File: src/rtl/pps_pkg.sv
package pps_pkg;

  typedef enum logic [2:0] {
    SH_IDLE = 3'd0,
    SH_OPEN = 3'd1,
    SH_LOW  = 3'd2,
    SH_HIGH = 3'd3,
    SH_GAP  = 3'd4
  } sh_state_t;

  localparam int FRAME_BITS  = 16;
  localparam int SCRIPT_LEN  = 6;
  localparam int IDX_W       = 3;
  localparam logic [IDX_W-1:0] UP_FIRST = 3'd0;
  localparam logic [IDX_W-1:0] UP_LAST  = 3'd4;
  localparam logic [IDX_W-1:0] DN_FIRST = 3'd5;
  localparam logic [IDX_W-1:0] DN_LAST  = 3'd5;

  // Script store: power-up entries at 0..4, power-down entry at 5.
  function automatic logic [FRAME_BITS-1:0] script_word(input logic [IDX_W-1:0] idx);
    logic [FRAME_BITS-1:0] w;
    case (idx)
      3'd0:    w = {8'h05, 8'h1E};
      3'd1:    w = {8'h05, 8'h5E};
      3'd2:    w = {8'h07, 8'h8D};
      3'd3:    w = {8'h13, 8'h01};
      3'd4:    w = {8'h05, 8'h5F};
      3'd5:    w = {8'h05, 8'h5E};
      default: w = '0;
    endcase
    return w;
  endfunction

endpackage

File: src/rtl/pps_phase_timer.sv
module pps_phase_timer #(
  parameter int CW = 4
) (
  input  logic          clk,
  input  logic          rst_n,
  input  logic          load,
  input  logic [CW-1:0] len_m1,
  output logic          zero
);
  logic [CW-1:0] cnt_q, cnt_d;

  always_comb begin
    cnt_d = cnt_q;
    if (load)               cnt_d = len_m1;
    else if (cnt_q != '0)   cnt_d = cnt_q - 1'b1;
  end

  always_ff @(posedge clk or negedge rst_n) begin
    if (!rst_n) cnt_q <= '0;
    else        cnt_q <= cnt_d;
  end

  assign zero = (cnt_q == '0);

  // A load always restarts the count from the requested length.
  assert_reload_R4: assert property (@(posedge clk) disable iff (!rst_n)
    load |=> (cnt_q == $past(len_m1)));

endmodule

File: src/rtl/pps_shifter.sv
module pps_shifter
  import pps_pkg::*;
#(
  parameter int DIV = 4
) (
  input  logic                  clk,
  input  logic                  rst_n,
  input  logic                  start,
  input  logic [FRAME_BITS-1:0] word,
  output logic                  ready,
  output logic                  frame_end,
  output logic                  ser_en_n,
  output logic                  ser_clk,
  output logic                  ser_dat
);
  localparam int CW = $clog2(2*DIV + 1);
  localparam logic [CW-1:0] PH_M1  = CW'(DIV - 1);
  localparam logic [CW-1:0] GAP_M1 = CW'(2*DIV - 1);
  localparam int BW = $clog2(FRAME_BITS);
  localparam logic [BW-1:0] LAST_BIT = BW'(FRAME_BITS - 1);

  sh_state_t             st_q, st_d;
  logic [FRAME_BITS-1:0] sr_q, sr_d;
  logic [BW-1:0]         bc_q, bc_d;
  logic                  t_load, t_zero;
  logic [CW-1:0]         t_len;

  pps_phase_timer #(.CW(CW)) u_timer (
    .clk    (clk),
    .rst_n  (rst_n),
    .load   (t_load),
    .len_m1 (t_len),
    .zero   (t_zero)
  );

  always_comb begin
    st_d      = st_q;
    sr_d      = sr_q;
    bc_d      = bc_q;
    t_load    = 1'b0;
    t_len     = PH_M1;
    frame_end = 1'b0;
    case (st_q)
      SH_IDLE: if (start) begin
        st_d   = SH_OPEN;
        sr_d   = word;
        bc_d   = '0;
        t_load = 1'b1;
      end
      SH_OPEN: if (t_zero) begin
        st_d   = SH_LOW;
        t_load = 1'b1;
      end
      SH_LOW: if (t_zero) begin
        st_d   = SH_HIGH;
        t_load = 1'b1;
      end
      SH_HIGH: if (t_zero) begin
        t_load = 1'b1;
        if (bc_q == LAST_BIT) begin
          st_d      = SH_GAP;
          t_len     = GAP_M1;
          frame_end = 1'b1;
        end else begin
          st_d = SH_LOW;
          sr_d = {sr_q[FRAME_BITS-2:0], 1'b0};
          bc_d = bc_q + 1'b1;
        end
      end
      SH_GAP: if (t_zero) st_d = SH_IDLE;
      default: st_d = SH_IDLE;
    endcase
  end

  always_ff @(posedge clk or negedge rst_n) begin
    if (!rst_n) begin
      st_q <= SH_IDLE;
      sr_q <= '0;
      bc_q <= '0;
    end else begin
      st_q <= st_d;
      sr_q <= sr_d;
      bc_q <= bc_d;
    end
  end

  assign ready    = (st_q == SH_IDLE);
  assign ser_en_n = !((st_q == SH_OPEN) || (st_q == SH_LOW) || (st_q == SH_HIGH));
  assign ser_clk  = (st_q != SH_LOW);
  assign ser_dat  = ((st_q == SH_LOW) || (st_q == SH_HIGH)) ? sr_q[FRAME_BITS-1] : 1'b0;

  assert_open_R3: assert property (@(posedge clk) disable iff (!rst_n)
    $fell(ser_en_n) |-> (ser_clk && !ser_dat));

  assert_hold_R4: assert property (@(posedge clk) disable iff (!rst_n)
    (!ser_en_n && ser_clk && $past(!ser_en_n && ser_clk)) |-> $stable(ser_dat));

  assert_close_R5: assert property (@(posedge clk) disable iff (!rst_n)
    $rose(ser_en_n) |-> (ser_clk && !ser_dat && $past(frame_end)));

endmodule

File: src/rtl/pps_script.sv
module pps_script
  import pps_pkg::*;
(
  input  logic                  clk,
  input  logic                  rst_n,
  input  logic                  load_up,
  input  logic                  load_dn,
  input  logic                  advance,
  output logic [FRAME_BITS-1:0] word,
  output logic                  last
);
  logic [IDX_W-1:0] idx_q, idx_d, end_q, end_d;

  always_comb begin
    idx_d = idx_q;
    end_d = end_q;
    if (load_up) begin
      idx_d = UP_FIRST;
      end_d = UP_LAST;
    end else if (load_dn) begin
      idx_d = DN_FIRST;
      end_d = DN_LAST;
    end else if (advance) begin
      idx_d = idx_q + 1'b1;
    end
  end

  always_ff @(posedge clk or negedge rst_n) begin
    if (!rst_n) begin
      idx_q <= '0;
      end_q <= '0;
    end else begin
      idx_q <= idx_d;
      end_q <= end_d;
    end
  end

  assign word = script_word(idx_q);
  assign last = (idx_q == end_q);

  assert_inrange_R6: assert property (@(posedge clk) disable iff (!rst_n)
    idx_q < IDX_W'(SCRIPT_LEN));

endmodule

File: src/rtl/panel_pwr_seq.sv
module panel_pwr_seq
  import pps_pkg::*;
#(
  parameter int DIV = 4
) (
  input  logic clk,
  input  logic rst_n,
  input  logic cmd_on,
  input  logic cmd_off,
  output logic busy,
  output logic done,
  output logic ser_en_n,
  output logic ser_clk,
  output logic ser_dat
);
  logic busy_q, busy_d, pend_q, pend_d, done_q, done_d;
  logic accept, load_up, load_dn, advance, start;
  logic sh_ready, frame_end, last;
  logic [FRAME_BITS-1:0] word;

  assign accept  = !busy_q && (cmd_on || cmd_off);
  assign load_up = accept && cmd_on;
  assign load_dn = accept && !cmd_on;
  assign start   = pend_q && sh_ready;
  assign advance = frame_end && !last;

  pps_script u_script (
    .clk     (clk),
    .rst_n   (rst_n),
    .load_up (load_up),
    .load_dn (load_dn),
    .advance (advance),
    .word    (word),
    .last    (last)
  );

  pps_shifter #(.DIV(DIV)) u_shift (
    .clk       (clk),
    .rst_n     (rst_n),
    .start     (start),
    .word      (word),
    .ready     (sh_ready),
    .frame_end (frame_end),
    .ser_en_n  (ser_en_n),
    .ser_clk   (ser_clk),
    .ser_dat   (ser_dat)
  );

  always_comb begin
    busy_d = busy_q;
    pend_d = pend_q;
    done_d = 1'b0;
    if (accept) begin
      busy_d = 1'b1;
      pend_d = 1'b1;
    end
    if (start) pend_d = 1'b0;
    if (frame_end) begin
      if (last) begin
        busy_d = 1'b0;
        done_d = 1'b1;
      end else begin
        pend_d = 1'b1;
      end
    end
  end

  always_ff @(posedge clk or negedge rst_n) begin
    if (!rst_n) begin
      busy_q <= 1'b0;
      pend_q <= 1'b0;
      done_q <= 1'b0;
    end else begin
      busy_q <= busy_d;
      pend_q <= pend_d;
      done_q <= done_d;
    end
  end

  assign busy = busy_q;
  assign done = done_q;

  assert_accept_R8: assert property (@(posedge clk) disable iff (!rst_n)
    $rose(busy) |-> $past(cmd_on || cmd_off));

  assert_ignore_R9: assert property (@(posedge clk) disable iff (!rst_n)
    (busy && (cmd_on || cmd_off) && !frame_end) |=> busy);

  assert_done_edge_R11: assert property (@(posedge clk) disable iff (!rst_n)
    done |-> (!busy && $past(busy) && $rose(ser_en_n)));

  assert_done_pulse_R11: assert property (@(posedge clk) disable iff (!rst_n)
    done |=> !done);

  assert_idle_R2: assert property (@(posedge clk) disable iff (!rst_n)
    !busy |-> (ser_en_n && ser_clk && !ser_dat));

endmodule

File: config.mk
export PLATFORM = sky130hd
export DESIGN_NAME = panel_pwr_seq
export DESIGN_NICKNAME = d
export VERILOG_FILES = /design/src/rtl/pps_pkg.sv /design/src/rtl/pps_phase_timer.sv /design/src/rtl/pps_shifter.sv /design/src/rtl/pps_script.sv /design/src/rtl/panel_pwr_seq.sv
export SDC_FILE = /design/constraint.sdc
export NUM_CORES = 1
export LEC_CHECK = 0
export ABC_AREA = 1
export CORE_MARGIN = 8
export CORE_UTILIZATION = 60
export CTS_CLUSTER_SIZE = 25
export DETAILED_ROUTE_END_ITERATION = 7
export MAX_ROUTING_LAYER = met4
export PLACE_DENSITY = 0.89
export SLEW_MARGIN = 0
export SYNTH_ARGS = -nofsm -noshare
export SYNTH_HDL_FRONTEND = slang
export SYNTH_SLANG_ARGS = --single-unit
File: constraint.sdc
create_clock -name clk -period 4.1 [get_ports clk]
set_input_delay 0.82 -clock clk [delete_from_list [all_inputs] [get_ports clk]]
set_output_delay 0.82 -clock clk [all_outputs]
set_load 0.02 [all_outputs]
Word-level counts from Yosys, hierarchy flattened. Index checks and enable logic that the tools add are counted.

Register bits after elaboration: 36. Input port bits: 4. Output and inout bits: 5. Word-level logic and storage cells: 97.

Add/sub/neg operators: 3. Eq/ne operators: 18. Muxes and demuxes: 42. Reductions and logical operators: 25.

Operators by type and width (count): one-hot mux 13 bit (5 select lines) (1); 2-to-1 mux 16 bit (3); 2-to-1 mux 3 bit (12); one-hot mux 16 bit (2 select lines) (1); 2-to-1 mux 4 bit (7); 2-to-1 mux 1 bit (15); one-hot mux 3 bit (5 select lines) (1); equality test 3 x 2 -> 1 bit, second input constant (4); equality test 3 bit, second input constant (3); inequality test 2 x 1 -> 1 bit, second input constant (4); one-hot mux 4 bit (2 select lines) (1); equality test 3 x 1 -> 1 bit, second input constant (2); logical NOT 3 bit (2); nonzero test 2 bit (3); logical AND 1 bit (5); AND reduction 5 bit (1); adder 4 x 1 -> 4 bit, second input constant (1); equality test 4 bit, second input constant (1); logical NOT 1 bit (4); logical NOT 4 bit (1); logical OR 1 bit (4); inequality test 2 bit, second input constant (2); AND reduction 4 bit (1); nonzero test 4 bit (1); 8 further kinds (8).

Logic depth before layout (Yosys ltp).
Word-level depth: 8. Depth in mapped cells: 9. Depth with buffers taken out: 9.

By module. Synthesis repeated with hierarchy kept, for this count alone.

Cells, all modules: 308. Area total of the unflattened synthesis: 2175.8 um^2.

Modules (own cells, without submodules): pps_shifter (instances 1, cells each 193, area an instance 1346.3 um^2, sequential area each 575.6 um^2); pps_script (instances 1, cells each 60, area an instance 435.4 um^2, sequential area each 125.1 um^2); pps_phase_timer (instances 1, cells each 34, area an instance 242.7 um^2, sequential area each 100.1 um^2); panel_pwr_seq (instances 1, cells each 21, area an instance 151.4 um^2, sequential area each 75.1 um^2).

Worst setup path before layout. Ideal clock, no wire load.

Kind: in2reg. Start point: input port cmd_off. End point: register u_script.idx_q[0]. Setup time: 117 ps. Arrival: 1533 ps. Data required time: 3983 ps. Slack: 2450 ps. Cell stages on the path: 5. Buffers on the path: 0. Cells stage by stage: o21bai_1 or2_2 o21ai_0 nand2_1 nand2_1.

Cells in the longest elaborated chain, start to end: 5. Elaborated cells on any way between the ends: 7. Classes of those cells: 2 x mux; 5 x reduce/logical.

RTL lines: from (decl) (line panel_pwr_seq.sv:9) `input logic cmd_off,`; logical OR 1 bit * (line panel_pwr_seq.sv:21) `assign accept = !busy_q && (cmd_on || cmd_off);`; logical AND 1 bit * (line panel_pwr_seq.sv:21); logical AND 1 bit (line panel_pwr_seq.sv:23) `assign load_dn = accept && !cmd_on;`; 2-to-1 mux 3 bit (line pps_script.sv:20) `end else if (load_dn) begin`; 2-to-1 mux 3 bit (line pps_script.sv:17) `if (load_up) begin`; to (signal assigned) (line pps_script.sv:33) `idx_q <= idx_d;`; to (decl) (line pps_script.sv:12) `logic [IDX_W-1:0] idx_q, idx_d, end_q, end_d;`.

Every way passes the cells marked *; elsewhere a longest branch is shown, timed or not. A chain may end at the register's enable or synchronous reset.

Final worst setup path.
Start point: register u_shift.st_q[1]. End point: output port ser_en_n.

Cells in the longest elaborated chain, start to end: 4. Elaborated cells on any way between the ends: 6. Classes of those cells: 3 x eq/ne; 3 x reduce/logical.

RTL lines: from (decl) (line pps_shifter.sv:22) `sh_state_t st_q, st_d;`; from (signal assigned) (line pps_shifter.sv:81) `st_q <= st_d;`; equality test 3 x 1 -> 1 bit / equality test 3 x 2 -> 1 bit (equally long branches) (line pps_shifter.sv:88) `assign ser_en_n = !((st_q == SH_OPEN) || (st_q == SH_LOW) || (st_q == SH_HIGH));`; logical OR 1 bit (line pps_shifter.sv:88); logical OR 1 bit * (line pps_shifter.sv:88); logical NOT 1 bit * (line pps_shifter.sv:88); to (decl) (line panel_pwr_seq.sv:12) `output logic ser_en_n,`.

Marks and branches as above.

==> impl_metrics.ini <==
[outcome]
status = finished, final reports clean

[floorplan]
core-area_um2 = 2978
die-height_um = 71.39
io_pins = 9
die-width_um = 71.39
die_area_um2 = 5096
initial_core_util_pct = 61.81
row_count = 20

[timing]
relSlewSlack_pct = 42.56
finClkSkew_ns = 0.01285
whs_ns = 0.4793
rsz0062_at_grt = no
final_max_slew_viol_count = 0
min_period_over_period_pct = 62.81
post-route-min-period_ns = 2.575
setup_viol_count_final = 0
fmax_mhz = 388.3
worst_pin_slew_ns = 0.8595
finalHoldViolCount = 0
setup_tns_ns = 0

[global_routing]
grt_pass1_wl_um = 5630
grt_usage_pct = 14.26
grt_max_degree = 36
grt_pass1_vias = 1342
antenna_found_initial = 0
overflow = 0

[synth]
post_synth_num_cell_types = 31
syn-cell-area_um2 = 1841
yosys_warnings = 0
synth.area.top_cells = dfrtp_1, nand2_1, nand3_1
synth_top_area_share_pct = 47.59
synth-async-reset-ratio_pct = 100.0
ys_seq_area_share_pct = 47.59
synthMostInstantiatedCell = nand2_1
synth-seq-cells = 35
avgSynthCellArea_um2 = 8.037
synth_edf_count = 0
synth.largest_area_cell = dfrtp_1
synth_cells = 229
synth-main-ff-cell = dfrtp_1
syn-num-nets = 241
synthTopCellsByCount = nand2_1, dfrtp_1, nand3_1

[clocking]
clkSinkCount = 35
path_clk_slew_ns = 0.10
clock_latency_ns = 0.34
cts_buffers = 5
cts_tree = yes
h-tree-depth = 2
clock-root-buffer = clkbuf_4
cts_resized = 0
cts_setup_buffers = 0
clockBufferDepth = 2
hold_buffers = 0

[pwr]
vdd.ir_drop.worst_mv = 0.2408
power.density_nw_per_um2 = 320.9
power.total_mw = 0.6415
p_leak_nw = 1.064

[route]
drtIter0Drc = 143
routedWlPerCell_um = 12.01
first_pass_iters = 4
wirelength_um = 3268
drc = 0
antenna_left = 0
vias_per_cell = 5.386
vias = 1465

[setup_path]
cp-start-kind = flop
criticalPathCategory = reg2out
cp-end-kind = primary output
r2r_end = u_shift.sr_q[13]$_DFFE_PN0P_
cp.required_ns = 3.28
worstPathBufferInverterCount = 2
setup.worst_path.start = u_shift.st_q[1]$_DFFE_PN0P_
path_cells = inv_1, nand2_1, nand2_1, clkdlybuf4s50_1
crit_top_cell = nand2_1
slowest_stage = clkdlybuf4s50_1
critical-path-top-delay-family = buffers and inverters
crit_fanout = 7
reg2reg_slack_ns = 1.56
cp.depth = 4
r2r_start = u_shift.st_q[1]$_DFFE_PN0P_
crit_arrival_ns = 1.76
cp_slowest_stage_delay_ns = 0.62
crit_end = ser_en_n
reg2reg_depth = 6

[finish]
antenna_cells = 0
stdcell_count = 272
synthToLayoutAreaGrowth_pct = 8.634
drive_gt1_share_pct = 7.531
nets = 251
final_core_util_pct = 67.14

[place]
dpl.hpwl_um = 2344
gp_congestion = 0.8347
port_buffers = 8
dpl.cell_count = 265

[run]
max_cap_violations = 0

[hold_path]
hold_class = reg2reg
## cells by family after synthesis
| group | count (synthesis) | synth area share [%] |
|---|---|---|
| compound gates | 29 | 8.838 |
| simple gates | 132 | 31.20 |
| xor+xnor | 3 | 1.428 |
| buf+inv | 22 | 5.506 |
| flops | 35 | 47.59 |
| fa+ha+maj | 8 | 5.439 |
## flip-flops by register name (all words and copies together) (netlist names)
register	flops
pend_q	1
done	1
u_script.idx_q	3
busy	1
u_script.end_q	2
u_shift.u_timer.cnt_q	4
u_shift.sr_q	16
u_shift.st_q	3
u_shift.bc_q	4
## worst min-delay path by stage
stage	from	cells after the start	end
after floorplan	u_shift.sr_q[15]$_DFFE_PN0P_	2	u_shift.sr_q[15]$_DFFE_PN0P_
after global placement	u_shift.sr_q[7]$_DFFE_PN0P_	2	u_shift.sr_q[7]$_DFFE_PN0P_
after detailed placement	u_shift.sr_q[7]$_DFFE_PN0P_	2	u_shift.sr_q[7]$_DFFE_PN0P_
after CTS	u_shift.sr_q[7]$_DFFE_PN0P_	2	u_shift.sr_q[7]$_DFFE_PN0P_
after global routing	u_shift.sr_q[9]$_DFFE_PN0P_	2	u_shift.sr_q[9]$_DFFE_PN0P_
final	u_shift.sr_q[7]$_DFFE_PN0P_	2	u_shift.sr_q[7]$_DFFE_PN0P_
## stage by stage
step / cell area (um2) / worst slack, ns
floorplan: 1841 / 2.450
global placement: 1928 / 1.740
detailed placement: 1928 / 1.627
CTS: 1999 / 1.520
global route: 1999 / 1.329
finish: 1999 / 1.525
## worst register-to-register path: cells and delay by family, from the launching register on
kind / cells / cell delay [ns]
AO/OA/AOI/OAI: 2 / 0.42
flip-flops: 1 / 0.47
AND/OR/NAND/NOR: 4 / 1.55
## report_power, final
part | switching [mW] | internal, mW
combinational | 0.0256 | 0.0179
sequential | 0.00792 | 0.355
clock | 0.109 | 0.126
## area by class of cell
cell class / instances / area (um2)
clock buffer: 6 / 41.29
clock inverter: 1 / 30.03
fill: 229 / 978.4
inverter: 16 / 60.06
multi-input combinational: 172 / 863.3
sequential: 35 / 875.8
tap: 33 / 41.29
timing repair buffer: 9 / 87.58
## cell usage in the layout (no fill, tap or decap), types with 2 or more instances in the layout
| master | count |
|---|---|
| dfrtp_1 | 35 |
| nor3_1 | 2 |
| clkdlybuf4s50_1 | 8 |
| nand3_1 | 23 |
| o21ai_0 | 10 |
| o21ai_1 | 9 |
| clkbuf_4 | 5 |
| nor2_2 | 2 |
| nand2_1 | 86 |
| nand4_1 | 2 |
| nor2_1 | 9 |
| inv_1 | 15 |
| nand3_2 | 2 |
| a21oi_1 | 3 |
| or2_2 | 2 |
| ha_1 | 8 |
| xor2_1 | 2 |
## routing by layer
layer / share of wire [%] / wire length, um / track usage, %
met2: 47 / 1535 / 22.14
met5: 0 / 0 / -
met1: 45 / 1478 / 16.17
met3: 5.8 / 189 / 4.742
met4: 2.0 / 65 / 6.928
Note: power is estimated with default switching activity, not from simulation.
